--- src/rtl/acs_pkg.sv ---
package acs_pkg;
  typedef enum logic [1:0] {
    CL_RD    = 2'd0,
    CL_RMW   = 2'd1,
    CL_JMP   = 2'd2,
    CL_RDALT = 2'd3
  } acs_class_e;

  typedef enum logic [1:0] {
    MD_INC = 2'd0,
    MD_DEC = 2'd1,
    MD_SHL = 2'd2,
    MD_SHR = 2'd3
  } acs_mod_e;

  typedef enum logic [3:0] {
    ST_IDLE,
    ST_FOP,
    ST_FLO,
    ST_FHI,
    ST_DUMMY,
    ST_RD1,
    ST_RD2,
    ST_WR,
    ST_PLO,
    ST_PHI
  } acs_state_e;
endpackage

--- src/rtl/acs_index_add.sv ---
module acs_index_add #(
  parameter int DW = 8
) (
  input  logic [DW-1:0]   base_lo,
  input  logic [DW-1:0]   base_hi,
  input  logic [DW-1:0]   offset,
  output logic [2*DW-1:0] eff,
  output logic            page_cross
);
  logic [DW:0] low_sum;

  always_comb begin
    low_sum    = {1'b0, base_lo} + {1'b0, offset};
    page_cross = low_sum[DW];
    eff        = {base_hi + {{(DW-1){1'b0}}, low_sum[DW]}, low_sum[DW-1:0]};
  end
endmodule

--- src/rtl/acs_modify.sv ---
module acs_modify
  import acs_pkg::*;
#(
  parameter int DW = 8
) (
  input  logic [DW-1:0] din,
  input  acs_mod_e      sel,
  output logic [DW-1:0] dout
);
  always_comb begin
    case (sel)
      MD_INC:  dout = din + {{(DW-1){1'b0}}, 1'b1};
      MD_DEC:  dout = din - {{(DW-1){1'b0}}, 1'b1};
      MD_SHL:  dout = {din[DW-2:0], 1'b0};
      default: dout = {1'b0, din[DW-1:1]};
    endcase
  end
endmodule

--- src/rtl/addr_cycle_seq.sv ---
module addr_cycle_seq
  import acs_pkg::*;
#(
  parameter int DW = 8
) (
  input  logic            clk,
  input  logic            rst,
  input  logic            start,
  input  logic [1:0]      op_class,
  input  logic [2*DW-1:0] pc,
  input  logic [DW-1:0]   op_lo,
  input  logic [DW-1:0]   op_hi,
  input  logic [DW-1:0]   idx,
  input  logic [1:0]      mod_sel,
  output logic [2*DW-1:0] bus_addr,
  output logic            bus_we,
  output logic [DW-1:0]   bus_wdata,
  input  logic [DW-1:0]   bus_rdata,
  output logic            bus_act,
  output logic            done,
  output logic [2*DW-1:0] eff_addr
);
  localparam int AW = 2 * DW;
  localparam logic [AW-1:0] ONE  = AW'(1);
  localparam logic [AW-1:0] TWO  = AW'(2);
  localparam logic [DW-1:0] ONES = {DW{1'b1}};

  acs_state_e  st;
  acs_class_e  r_cls;
  acs_mod_e    r_mod;
  logic [AW-1:0] r_pc;
  logic [DW-1:0] r_lo, r_hi, r_idx;
  logic [DW-1:0] tgt_lo, mod_val, mod_out;
  logic [AW-1:0] ix_eff, ptr, ptr_next;
  logic          ix_cross;

  acs_index_add #(.DW(DW)) u_ix (
    .base_lo(r_lo), .base_hi(r_hi), .offset(r_idx),
    .eff(ix_eff), .page_cross(ix_cross)
  );

  acs_modify #(.DW(DW)) u_mod (
    .din(bus_rdata), .sel(r_mod), .dout(mod_out)
  );

  assign ptr      = {r_hi, r_lo};
  assign ptr_next = ptr + ONE;

  always_ff @(posedge clk) begin
    if (rst) begin
      st       <= ST_IDLE;
      r_cls    <= CL_RD;
      r_mod    <= MD_INC;
      r_pc     <= '0;
      r_lo     <= '0;
      r_hi     <= '0;
      r_idx    <= '0;
      tgt_lo   <= '0;
      mod_val  <= '0;
      done     <= 1'b0;
      eff_addr <= '0;
    end else begin
      done <= 1'b0;
      case (st)
        ST_IDLE: if (start) begin
          r_cls <= acs_class_e'(op_class);
          r_mod <= acs_mod_e'(mod_sel);
          r_pc  <= pc;
          r_lo  <= op_lo;
          r_hi  <= op_hi;
          r_idx <= idx;
          st    <= ST_FOP;
        end
        ST_FOP: st <= ST_FLO;
        ST_FLO: st <= ST_FHI;
        ST_FHI: begin
          if (r_cls == CL_JMP) st <= ST_PLO;
          else if (ix_cross)   st <= ST_DUMMY;
          else                 st <= ST_RD1;
        end
        ST_DUMMY: st <= (r_cls == CL_JMP) ? ST_PHI : ST_RD1;
        ST_RD1: begin
          if (r_cls == CL_RMW) st <= ST_RD2;
          else begin
            st       <= ST_IDLE;
            done     <= 1'b1;
            eff_addr <= ix_eff;
          end
        end
        ST_RD2: begin
          mod_val <= mod_out;
          st      <= ST_WR;
        end
        ST_WR: begin
          st       <= ST_IDLE;
          done     <= 1'b1;
          eff_addr <= ix_eff;
        end
        ST_PLO: begin
          tgt_lo <= bus_rdata;
          st     <= (r_lo == ONES) ? ST_DUMMY : ST_PHI;
        end
        ST_PHI: begin
          st       <= ST_IDLE;
          done     <= 1'b1;
          eff_addr <= {bus_rdata, tgt_lo};
        end
        default: st <= ST_IDLE;
      endcase
    end
  end

  always_comb begin
    bus_act   = (st != ST_IDLE);
    bus_we    = (st == ST_WR);
    bus_wdata = (st == ST_WR) ? mod_val : '0;
    case (st)
      ST_FLO:                 bus_addr = r_pc + ONE;
      ST_FHI, ST_DUMMY:       bus_addr = r_pc + TWO;
      ST_RD1, ST_RD2, ST_WR:  bus_addr = ix_eff;
      ST_PLO:                 bus_addr = ptr;
      ST_PHI:                 bus_addr = ptr_next;
      default:                bus_addr = r_pc;
    endcase
  end


  write_after_read_chk: assert property (@(posedge clk) disable iff (rst)
    bus_we |-> ($past(bus_act) && !$past(bus_we) && ($past(bus_addr) == bus_addr)));


  no_idle_write_chk: assert property (@(posedge clk) disable iff (rst)
    bus_we |=> !bus_we);


  first_fetch_chk: assert property (@(posedge clk) disable iff (rst)
    (bus_act && !$past(bus_act)) |-> (bus_addr == $past(pc)));


  done_idle_chk: assert property (@(posedge clk) disable iff (rst)
    done |-> (!bus_act && !bus_we));


  done_pulse_chk: assert property (@(posedge clk) disable iff (rst)
    done |=> !done);


  done_follows_bus_chk: assert property (@(posedge clk) disable iff (rst)
    done |-> $past(bus_act));
endmodule

--- config.mk ---
export PLATFORM = sky130hd
export DESIGN_NAME = addr_cycle_seq
export DESIGN_NICKNAME = d
export VERILOG_FILES = /design/src/rtl/acs_pkg.sv /design/src/rtl/acs_index_add.sv /design/src/rtl/acs_modify.sv /design/src/rtl/addr_cycle_seq.sv
export SDC_FILE = /design/constraint.sdc
export NUM_CORES = 1
export LEC_CHECK = 0
export ABC_AREA = 1
export BUFFER_PORTS_ARGS = -buffer_cell sky130_fd_sc_hd__buf_2
export CORE_MARGIN = 1
export CORE_UTILIZATION = 41
export CTS_CLUSTER_SIZE = 20
export DETAILED_ROUTE_END_ITERATION = 8
export PLACE_DENSITY_LB_ADDON = 0.2
export SETUP_SLACK_MARGIN = 0.5
export SLEW_MARGIN = 10
export SYNTH_ARGS = -nofsm -noshare
export SYNTH_HDL_FRONTEND = slang
export SYNTH_SLANG_ARGS = --single-unit
--- constraint.sdc ---
create_clock -name clk -period 6.9 [get_ports clk]
set_input_delay 1.38 -clock clk [delete_from_list [all_inputs] [get_ports clk]]
set_output_delay 1.38 -clock clk [all_outputs]
set_load 0.1 [all_outputs]
; Word-level counts from Yosys, hierarchy flattened
; Cells that the tools add are included.
; Widths: inputs -> output; s select.
[op_classes]
n_addsub = 7
n_eq_ne = 16
n_mux = 14
reduce_logical = 9
[ops]
columns = op, n
row1 = $pmux 16 s5, 1
row2 = $pmux 16 s3, 1
row3 = $add 16x1->16 const B, 2
row4 = $pmux 4 s8, 1
row5 = $pmux 8 s3, 1
row6 = $add 16x2->16 const B, 1
row7 = $eq 4x3->1 const B, 4
row8 = $mux 16, 1
row9 = $mux 4, 4
row10 = $add 8x8->9, 1
row11 = $add 8x1->8, 1
row12 = $add 8x1->8 const B, 1
row13 = $eq 4x2->1 const B, 2
row14 = $eq 4x4->1 const B, 2
row15 = $eq 8x8->1 const B, 1
row16 = $mux 8, 1
row17 = $sub 8x1->8 const B, 1
row18 = $eq 2x1->1 const B, 2
row19 = $eq 2x2->1 const B, 2
row20 = $eq 4x1->1 const B, 1
row21 = $logic_not 4->1, 1
row22 = $ne 2x2->1 const B, 2
row23 = $reduce_and 2->1, 2
row24 = $reduce_bool 4->1, 1
row25 = 7 further kinds, 9
[totals]
regBits = 81
input_bits = 55
output_inout_bits = 43
word_cells = 57

; Logic depth before layout (Yosys ltp)
; Gate-level depths: netlist of run 1.
[logic_depth]
ltp_word = 4
depth_mapped = 18
ltp_nobuf = 18

; Modules after synthesis
; A second synthesis of run 1 with hierarchy kept.
[unflattened]
hier_cells = 930
area_unflattened_um2 = 5703.0
[modules_own_cells]
columns = mod, instances, cells_each, area_each_um2
row1 = addr_cycle_seq, 1, 745, 4693.3
row2 = acs_modify, 1, 108, 535.5
row3 = acs_index_add, 1, 77, 474.2

; Least setup slack after synthesis of run 1
; OpenSTA, ideal clock, no wires.
[synth_timing]
path_kind = reg-to-output
start = reg r_lo[0]
end = out bus_addr[12]
arrival_ps = 3749
path_slack_ps = 1771
stages_incl_launch_ff = 18
path_buffers = 0
path_cell_list = dfxtp_1 > ha_1 > inv_1 > fa_1 > nand3b_1 > nand2_1 > nand2_1 > nor2_1 > nand3_1 > nand2_1 > ha_1 > ha_1 > nand3_1 > xor2_1 > inv_1 > o221ai_1 > nor2_1 > a21oi_1
[synth_via]
elab_chain_cells = 3
word_cells_on_any_way = 4
[synth_lines]
columns = element, line_no
row1 = "start, declared", addr_cycle_seq.sv:32  ; logic [DW-1:0] r_lo, r_hi, r_idx;
row2 = "start signal, assigned", addr_cycle_seq.sv:69  ; r_lo <= op_lo;
row3 = $add 8x8->9, acs_index_add.sv:13  ; low_sum = {1'b0, base_lo} + {1'b0, offset};
row4 = $add 8x1->8, acs_index_add.sv:15  ; eff = {base_hi + {{(DW-1){1'b0}}, low_sum[DW]}, low_sum[DW-1:0]};
row5 = $pmux 16 s5 *, addr_cycle_seq.sv:117  ; case (st)
row6 = "end, declared", addr_cycle_seq.sv:15  ; output logic [2*DW-1:0] bus_addr,
; Every way passes the cells marked *; elsewhere a longest branch is shown, timed or not.

; Worst setup path after layout of run 1
[layout_timing]
start = reg st[1]
end = out bus_addr[3]
[layout_via]
elab_chain_cells = 3
word_cells_on_any_way = 11
[layout_lines]
columns = element, line_no
row1 = "start, declared", addr_cycle_seq.sv:28  ; acs_state_e st;
row2 = "start signal, assigned", addr_cycle_seq.sv:81  ; ST_DUMMY: st <= (r_cls == CL_JMP) ? ST_PHI : ST_RD1;
row3 = "start signal, assigned", addr_cycle_seq.sv:101  ; st <= (r_lo == ONES) ? ST_DUMMY : ST_PHI;
row4 = $eq 4x3->1 or $eq 4x2->1 (tied branches), addr_cycle_seq.sv:117
row5 = $reduce_or 3->1 or $reduce_or 2->1 (tied branches), addr_cycle_seq.sv:117
row6 = $pmux 16 s5 *, addr_cycle_seq.sv:117
; Marked as above.

==> results of run 1 <==
cell type report:
| class | count | share of cell area, % |
|---|---|---|
| Multi-Input combinational cell | 625 | 52.0 |
| Sequential cell | 81 | 26.1 |
| Timing Repair Buffer | 102 | 8.41 |
| Inverter | 96 | 5.79 |
| Clock buffer | 11 | 3.74 |
| Tap cell | 172 | 3.46 |
| Clock inverter | 5 | 0.523 |
flip-flops by register name (all words and copies together) (netlist names):
register and cells:
done 1, eff_addr 16, mod_val 8, r_cls 2, r_hi 8, r_idx 8, r_lo 8, r_mod 2
r_pc 16, st 4, tgt_lo 8
power breakdown:
part           internal, uW  switching, uW  leakage, uW
logic                   180            646      0.00199
registers               519           48.8     0.000663
clock network           243            203     0.000122
total                   942            897      0.00278
critical path, delay by kind of cell (launching register included):
kind / cells / cell delay (ps)
compound gates: 1 / 250
buf+inv: 3 / 1340
flops: 1 / 410
simple gates: 4 / 1400
synthesized netlist by cell type (2+ instances only):
cell type  count
a221oi_1       3
buf_4          3
nor2_4         3
fa_1           2
nand3_1       74
nand2_1      165
inv_2          3
a31oi_1       13
xor2_1        10
dfxtp_1       81
buf_2          9
a21oi_1       99
ha_1          18
nand4_1        3
nand3b_1       4
xnor2_1        2
nor4_1         2
nand3_2        2
clkbuf_1      23
nand2_2        4
nor3_2         2
nor2_2         6
nor2_1        79
nor3_1         7
o211ai_1       5
a21o_1         2
a22oi_1        3
a211oi_1       2
inv_1         91
o21ai_0       98
buf_6          3
clkinv_1       2
nand2_4        2
o2111ai_1      2
o22ai_1        2
final timing paths:
| path | start | to | slack (ps) | depth (start not counted) |
|---|---|---|---|---|
| max | st[1]$_SDFFE_PP0P_ | bus_addr[3] | 1770 | 8 |
| min reg2reg | r_idx[0]$_SDFFE_PP0P_ | r_idx[0]$_SDFFE_PP0P_ | 450 | 2 |
| max reg2reg | st[1]$_SDFFE_PP0P_ | eff_addr[11]$_SDFFE_PP0P_ | 3780 | 9 |
| min | r_idx[0]$_SDFFE_PP0P_ | r_idx[0]$_SDFFE_PP0P_ | 450 | 2 |
routing by layer:
layer / vias up / GRT usage (%)
met5: - / 0
met4: 0 / 10.5
met3: 23 / 3.11
met2: 179 / 40.7
met1: 2593 / 37.4
li1: 2957 / -
metrics by stage:
stage	hold slack [ps]	instance area, um^2	std cells
floorplan	427	5400	840
global placement	441	5950	1076
detailed placement	445	5950	1076
CTS	454	6220	1092
global route	474	6220	1092
finish	449	6220	1092
logic make-up (layout without fill, tap and decap cells):
family	Yosys count	after routing	share of synthesized area, %
AO/OA/AOI/OAI	237	237	23.8
XOR/XNOR	12	12	1.95
adder cells (fa/ha/maj)	20	20	4.91
buffers and inverters	134	214	10.2
flip-flops	81	81	30.0
AND/OR/NAND/NOR	356	356	29.2
==> metrics, run 1 <==
Mapped Avg Cell Area=6.43 um^2; Crit path required time=5520 ps; Static Leak=0.00278 uW; DR pass1 iterations=5; Fmax=195 MHz; peak per-stage delay on the critical path=650 ps; register cell area after layout=1620 um^2; FILL cells=1387; initial antenna violation count=0; post-layout util=48.9%; PnR worst setup slack=1770 ps; Critical Path Start Type=register; clk_skew=7.95 ps; ordered cell list for the critical path=nor2_1, nand2_1, inv_1, nor3_2, nand2_1, inv_2, a22oi_1, buf_2; most frequent cells in the layout=165 x nand2_1, 99 x a21oi_1, 98 x o21ai_0, 97 x buf_2, 91 x inv_1; crit path time final=5130 ps; sequential fraction of the synthesis area=30.0%; RSZ-0062 raised after global routing=false; top cell type by total area after synthesis=dfxtp_1; MaxCap Viol Count=0; Nets=990; Placement Setup Slack=2170 ps; DR WL met3=1080 um; met2 wire length=7320 um; vias in the first global route=5319; layout cell share with drive strength beyond 1=15.5%; Vias=5752; Synth warnings=0; CTS root buf=clkbuf_16; mapped cell area=5400 um^2; VDD IR max=0.000118 V; Slew Limit Fails=0; WL/cell=15.5 um; Multi-input gate area=3230 um^2; PD cells=296 nW/um^2; Syn-to-layout area delta=15.2%; post-synthesis cell count=840; pin count of the biggest net entering global routing=61; Post-synth top flop=dfxtp_1; Slew @ Worst Pin=665 ps; number of synthesized flops with an enable pin=0; Worst setup EP type=output pin; # rows=41; Post CTS Setup Buffer Count=0; final WL=16900 um; IO Port Bufs=97; vias per cell=5.27; most common cell after layout, fill and taps aside=nand2_1; DIE HEIGHT=117 um; ANT cells=0; Final ANT Viol Nets=0; global placement routability congestion=0.931; Synth top area share=30.0%; worst skew pair latency=350 ps; Netlist cell types=46; # setup viols final=0; CP max FO=20; first-pass GRT wire length=27300 um; total chip power=1840 uW; num ports=98; Final Cycle Share=74.4%; TritonCTS clock tree=built; die area=13600 um^2; synthesis-stage register bit count=81; TNS Setup=0 ps; Worst EP arrival=3750 ps; cts hold-fix bufs=0; slew margin rel.=55.6%; met1 WL=8120 um; post_cts resized=0; grt ovf=0; Num CTS Buffers=9; CTS clock-pin slew for the worst setup and hold paths=60 ps; Hold Violations, Final=0; CTS sink count=81; Worst Hold Class=register to register; syn nets=915; drt drc=0; clock tree buffer depth=2; CTS H-tree lvls=3; status=finished clean; dominant cells by area after synthesis=dfxtp_1 30%, nand2_1 11%, a21oi_1 9.2%; top sig layer=met4; die width=117 um; Initial DRC Count=397; worst setup path class=register to output pin; starting density of the core=42.4%; Post-DP HPWL=12800 um; Tot GR Track Use=26.4%; core area=12700 um^2; asr flop ratio synth=0%; most used cell, CP=nand2_1; critical path's slowest cell=inv_1
Note: power is estimated with default switching activity, not from simulation.
==> run 2, diff against run 1 <==
==> constraint.sdc (replaced) <==
create_clock -name clk -period 4.3 [get_ports clk]
set_input_delay 0.86 -clock clk [delete_from_list [all_inputs] [get_ports clk]]
set_output_delay 0.86 -clock clk [all_outputs]
set_load 0.1 [all_outputs]
==> metrics, run 2 (same netlist as run 1, synthesis figures left out) <==
# rows=41; hold endpoint=r_idx[6]$_SDFFE_PP0P_; CTS clock-pin slew for the worst setup and hold paths=60 ps; initial antenna violation count=0; pin count of the biggest net entering global routing=76; Hold Violations, Final=0; most used cell, CP=ha_4; WL/cell=16.0 um; vias per cell=5.37; die width=117 um; grt ovf=0; Final Cycle Share=93.7%; RSZ-0062 raised after global routing=true; biggest registers after layout=eff_addr: 16 flops, r_pc: 16 flops; Worst setup EP type=output pin; total chip power=3350 uW; Nets=1020; cts hold-fix bufs=0; worst skew pair latency=350 ps; Slew @ Worst Pin=961 ps; Initial DRC Count=570; most common cell after layout, fill and taps aside=nand2_1; final WL=18000 um; global placement routability congestion=0.893; vias in the first global route=5547; worst hold start=r_idx[6]$_SDFFE_PP0P_; Finished Layout Cells=1121; Post-DP HPWL=12900 um; core area=12700 um^2; FF-to-FF setup slack=630 ps; Critical Path Start Type=register; num ports=98; Slew Limit Fails=0; slew margin rel.=35.9%; peak per-stage delay on the critical path=350 ps; PD cells=485 nW/um^2; CTS H-tree lvls=3; Crit path required time=3440 ps; PnR worst setup slack=272 ps; most frequent cells in the layout=161 x nand2_1, 96 x o21ai_0, 92 x a21oi_1, 89 x inv_1, 85 x buf_2; Syn-to-layout area delta=27.9%; IO Port Bufs=97; first-pass GRT wire length=28300 um; CTS sink count=81; Tot GR Track Use=27.3%; Worst EP arrival=3170 ps; TNS Setup=0 ps; Reg-to-Reg End=eff_addr[14]$_SDFFE_PP0P_; VDD IR max=0.000252 V; Reg2Reg Depth=28; ordered cell list for the critical path=ha_1, a21oi_1, nor3_1, a211oi_1, nand2_2, ha_4, ha_4, nand3_1, xor2_1, inv_1, o221ai_2, nor2_1, a21oi_2, buf_8; DR pass1 iterations=4; hold slack=450 ps; placed insts=1086; clk_skew=4.26 ps; Fmax=248 MHz; critical path's slowest cell=dfxtp_1; Worst Hold Path Cells=2; clock tree buffer depth=2; # setup viols final=0; Num CTS Buffers=9; die area=13600 um^2; CP startpoint=r_lo[5]$_SDFFE_PP0P_; starting density of the core=42.4%; drt drc=0; crit path time final=4030 ps; Placement Setup Slack=303 ps; CTS root buf=clkbuf_16; Worst Hold Class=register to register; Static Leak=0.00302 uW; reg2reg start=r_lo[0]$_SDFFE_PP0P_; TritonCTS clock tree=built; Final ANT Viol Nets=0; Vias=6024; CP max FO=4; status=finished clean; worst setup path class=register to output pin; ANT cells=0; layout cell share with drive strength beyond 1=23.4%; MaxCap Viol Count=0; DIE HEIGHT=117 um
[run 2: changes by cell type in the layout (fill, tap and decap cells not counted), sizes merged]
cell      previous run  this run
buf                102       129
bufinv               0         2
clkbuf              11        14
clkinvlp             3         0
[run 2: layout make-up]
cell class / count / area (um^2)
clock buffers: 11 / 243
clock inverters: 4 / 77.6
fillers: 1313 / 5820
inverters: 96 / 360
multi-input cells: 625 / 3480
flip-flops and latches: 81 / 1630
well taps: 172 / 215
repair buffers: 132 / 897
[run 2: metal layers]
layer  up-vias  track usage (%)  routed length, um
li1       3018                -                  -
met1      2760             36.4               8210
met2       209             43.9               8240
met3        37             5.60               1070
met4         0             8.86                433
met5         -                0                  0
[run 2: worst max path at each step]
| stage | end | slack [ps] | depth (start not counted) |
|---|---|---|---|
| finish | bus_addr[12] | 270 | 14 |
| global route | bus_addr[12] | 100 | 18 |
| CTS | bus_addr[12] | 400 | 18 |
| detailed placement | bus_addr[13] | 300 | 18 |
| global placement | bus_addr[13] | 370 | 18 |
| floorplan | bus_addr[12] | 310 | 17 |
[run 2: through the flow]
step	area, um^2	util [%]
final	6900	54.3
after global routing	6900	54.3
after CTS	6730	52.9
after detailed placement	6120	48.1
after global placement	6120	48.1
after floorplan	5480	-
[run 2: what timing repair did]
action                                  CTS  global route
pin swaps                                 7            10
endpoints found under the setup margin    8            15
gates cloned                              0             0
setup buffers                            16             4
endpoints found under the hold margin     0             0
gates resized for setup                  47            35
[run 2: power by group]
part | switching, uW | leakage [uW] | internal, uW
logic | 1120 | 0.00220 | 461
clock network | 322 | 0.000156 | 524
registers | 85.6 | 0.000664 | 834
[run 2: worst max-delay path, delay by kind of cell (launching register included)]
kind            cells  cell delay [ps]
xor+xnor            1              160
fa+ha+maj           3              700
compound gates      4              910
buf+inv             2              320
flops               1              350
simple gates        4              390
==> run 3, diff against run 2 <==
--- a/config.mk
+++ b/config.mk
@@ -11,9 +11,10 @@
 export CORE_UTILIZATION = 41
 export CTS_CLUSTER_SIZE = 20
 export DETAILED_ROUTE_END_ITERATION = 8
-export PLACE_DENSITY_LB_ADDON = 0.2
+export PLACE_DENSITY = 0.71
 export SETUP_SLACK_MARGIN = 0.5
 export SLEW_MARGIN = 10
 export SYNTH_ARGS = -nofsm -noshare
 export SYNTH_HDL_FRONTEND = slang
+export SYNTH_HIERARCHICAL = 1
 export SYNTH_SLANG_ARGS = --single-unit
==> metrics, run 3 <==
number of synthesized flops with an enable pin=0; WL/cell=15.3 um; worst setup path class=register to output pin; DR pass1 iterations=5; Vias=6504; CP startpoint=r_lo[0]$_SDFFE_PP0P_; top cell type by total area after synthesis=dfxtp_1; Post-Synth XOR/XNOR Area=1.54%; DIE HEIGHT=120 um; synthesis-stage register bit count=81; most common cell after layout, fill and taps aside=nand2_1; post-synthesis cell count=930; Tot GR Track Use=25.8%; clock share of power=25.7%; clk_skew=6.65 ps; pin count of the biggest net entering global routing=51; Synth Area in Simple Gates=36.0%; core area=13400 um^2; starting density of the core=42.6%; Placed Area=6420 um^2; largest family of logic cells by synthesized area=simple AND/OR/NAND/NOR gates; Post-synth top flop=dfxtp_1; IO Port Bufs=97; Nets=1087; biggest registers after layout=eff_addr: 16 flops, r_pc: 16 flops; slew margin rel.=51.3%; Num CTS Buffers=9; vias per cell=5.42; CTS clock-pin slew for the worst setup and hold paths=60 ps; Critical Path Start Type=register; synth cell count leaders=233 x nand2_1, 113 x inv_1, 104 x nand3_1, 89 x o21ai_0, 87 x nor2_1; first-pass GRT wire length=29300 um; ANT cells=0; Synth top area share=28.4%; Syn-to-layout area delta=21.9%; post-synthesis adder-cell area fraction=3.20%; asr flop ratio synth=0%; Static Leak=0.00322 uW; die width=120 um; CTS sink count=81; dominant cells by area after synthesis=dfxtp_1 28%, nand2_1 15%, nand3_1 9.1%; post-synthesis compound-gate area fraction=19.0%; # rows=42; TritonCTS clock tree=built; RSZ-0062 raised after global routing=true; final WL=18300 um; cts hold-fix bufs=0; Reg power frac=31.8%; Multi-input gate area=3550 um^2; crit path time final=3790 ps; Hold Violations, Final=0; Initial DRC Count=571; CTS root buf=clkbuf_16; die area=14400 um^2; # setup viols final=0; drt drc=0; reg2reg start=r_lo[0]$_SDFFE_PP0P_; Slew @ Worst Pin=730 ps; syn nets=999; switching power=1290 uW; MaxCap Viol Count=0; Final ANT Viol Nets=0; Netlist cell types=38; TNS Setup=0 ps; Crit path required time=3440 ps; grt ovf=0; Internal=1600 uW; CP max FO=3; layout cell share with drive strength beyond 1=18.7%; Fmax=264 MHz; most frequent cells in the layout=232 x nand2_1, 113 x inv_1, 97 x nand3_1, 85 x o21ai_0, 85 x buf_2; Sw Ratio=44.6%; Slew Limit Fails=0; num ports=98; PD cells=415 nW/um^2; status=finished clean; top-count cell post-synth=nand2_1; Final Cell Area=6950 um^2; vias in the first global route=5957; CTS H-tree lvls=3; initial antenna violation count=0; Worst EP arrival=2930 ps; VDD IR max=0.000203 V; worst hold start=mod_val[6]$_SDFFE_PP0P_; Worst setup EP type=output pin; total chip power=2890 uW; FILL cells=1351; Mapped Avg Cell Area=6.13 um^2; Final Cycle Share=88.2%; Post-DP HPWL=13500 um; Synth warnings=6; mapped cell area=5700 um^2; sequential fraction of the synthesis area=28.4%; post-synthesis mux area share=0%; global placement routability congestion=0.941; register cell area after layout=1630 um^2; worst skew pair latency=340 ps; Comb pwr share=42.5%; clock tree buffer depth=2; Worst Hold Class=register to register
==> run 3: cell count changes in the layout (fill, tap and decap cells not counted), moves of 10 or more <==
cell	change
a311oi_1	+10
nand2_1	+71
nor2_1	+16
inv_1	+24
a21oi_1	-25
o21ai_0	-11
buf_6	-12
nand3_1	+29
==> run 3: per-stage QoR <==
stage	hold slack, ps	worst slack (ps)	utilization [%]	std cells
global placement	443	650	47.9	1172
finish	452	506	51.9	1199
CTS	456	504	51.1	1198
global route	477	357	51.9	1199
floorplan	424	520	-	930
detailed placement	446	595	47.9	1172
==> run 3: repair_timing <==
action / 4_1_cts / 5_1_grt
buffers inserted: 10 / 1
gates cloned: 0 / 0
pin swaps: 8 / 5
setup endpoints to repair: 8 / 10
resized for setup: 20 / 22
==> run 3: cell type report <==
type / count / area share, %
multi-input combinational: 689 / 51.0
sequential: 81 / 23.4
timing repair buffer: 120 / 12.0
inverter: 117 / 6.32
clock buffer: 10 / 3.44
tap: 176 / 3.17
clock inverter: 6 / 0.630
==> run 3: logic make-up after synthesis <==
kind of cell | Yosys count
compound gates | 195
fa+ha+maj | 14
simple gates | 470
buf+inv | 160
xor+xnor | 10
flops | 81
==> run 3: layer usage <==
| metal | vias to the layer above | wire [um] | global-route usage [%] |
|---|---|---|---|
| li1 | 3248 | - | - |
| met3 | 29 | 1220 | 3.94 |
| met5 | - | 0 | 0 |
| met1 | 2948 | 8330 | 34.7 |
| met2 | 279 | 8380 | 42.2 |
| met4 | 0 | 371 | 8.13 |
==> run 3: final timing paths <==
kind | slack (ps) | cells past startpoint | end
setup / recovery | 510 | 20 | bus_addr[14]
hold / removal | 450 | 2 | mod_val[6]$_SDFFE_PP0P_
setup reg to reg | 1140 | 22 | eff_addr[14]$_SDFFE_PP0P_
hold reg to reg | 450 | 2 | mod_val[6]$_SDFFE_PP0P_
==> run 3: critical path: stages, from the launching register on <==
cell and delay [ps]:
dfxtp_4 350, ha_4 160, fa_2 340, nand2_1 70, nand2_1 60, nand3b_1 110, nand2_1 70, nand2_1 70
nand2_2 80, ha_4 180, ha_4 170, nand3_2 60, nor2_2 50, xor2_1 210, nand2_1 80, o21ai_1 120
inv_1 50, nand2_1 50, inv_1 40, nand3_2 80, buf_12 170
==> run 3: power groups by stage <==
stage          sequential, uW  combinational (uW)  clock [uW]
6_report                  918                1230         742
5_1_grt                   927                1320         779
4_1_cts                   911                1180         747
3_5_place_dp              925                1150           0
3_3_place_gp              923                1140           0
2_1_floorplan             928                 827           0
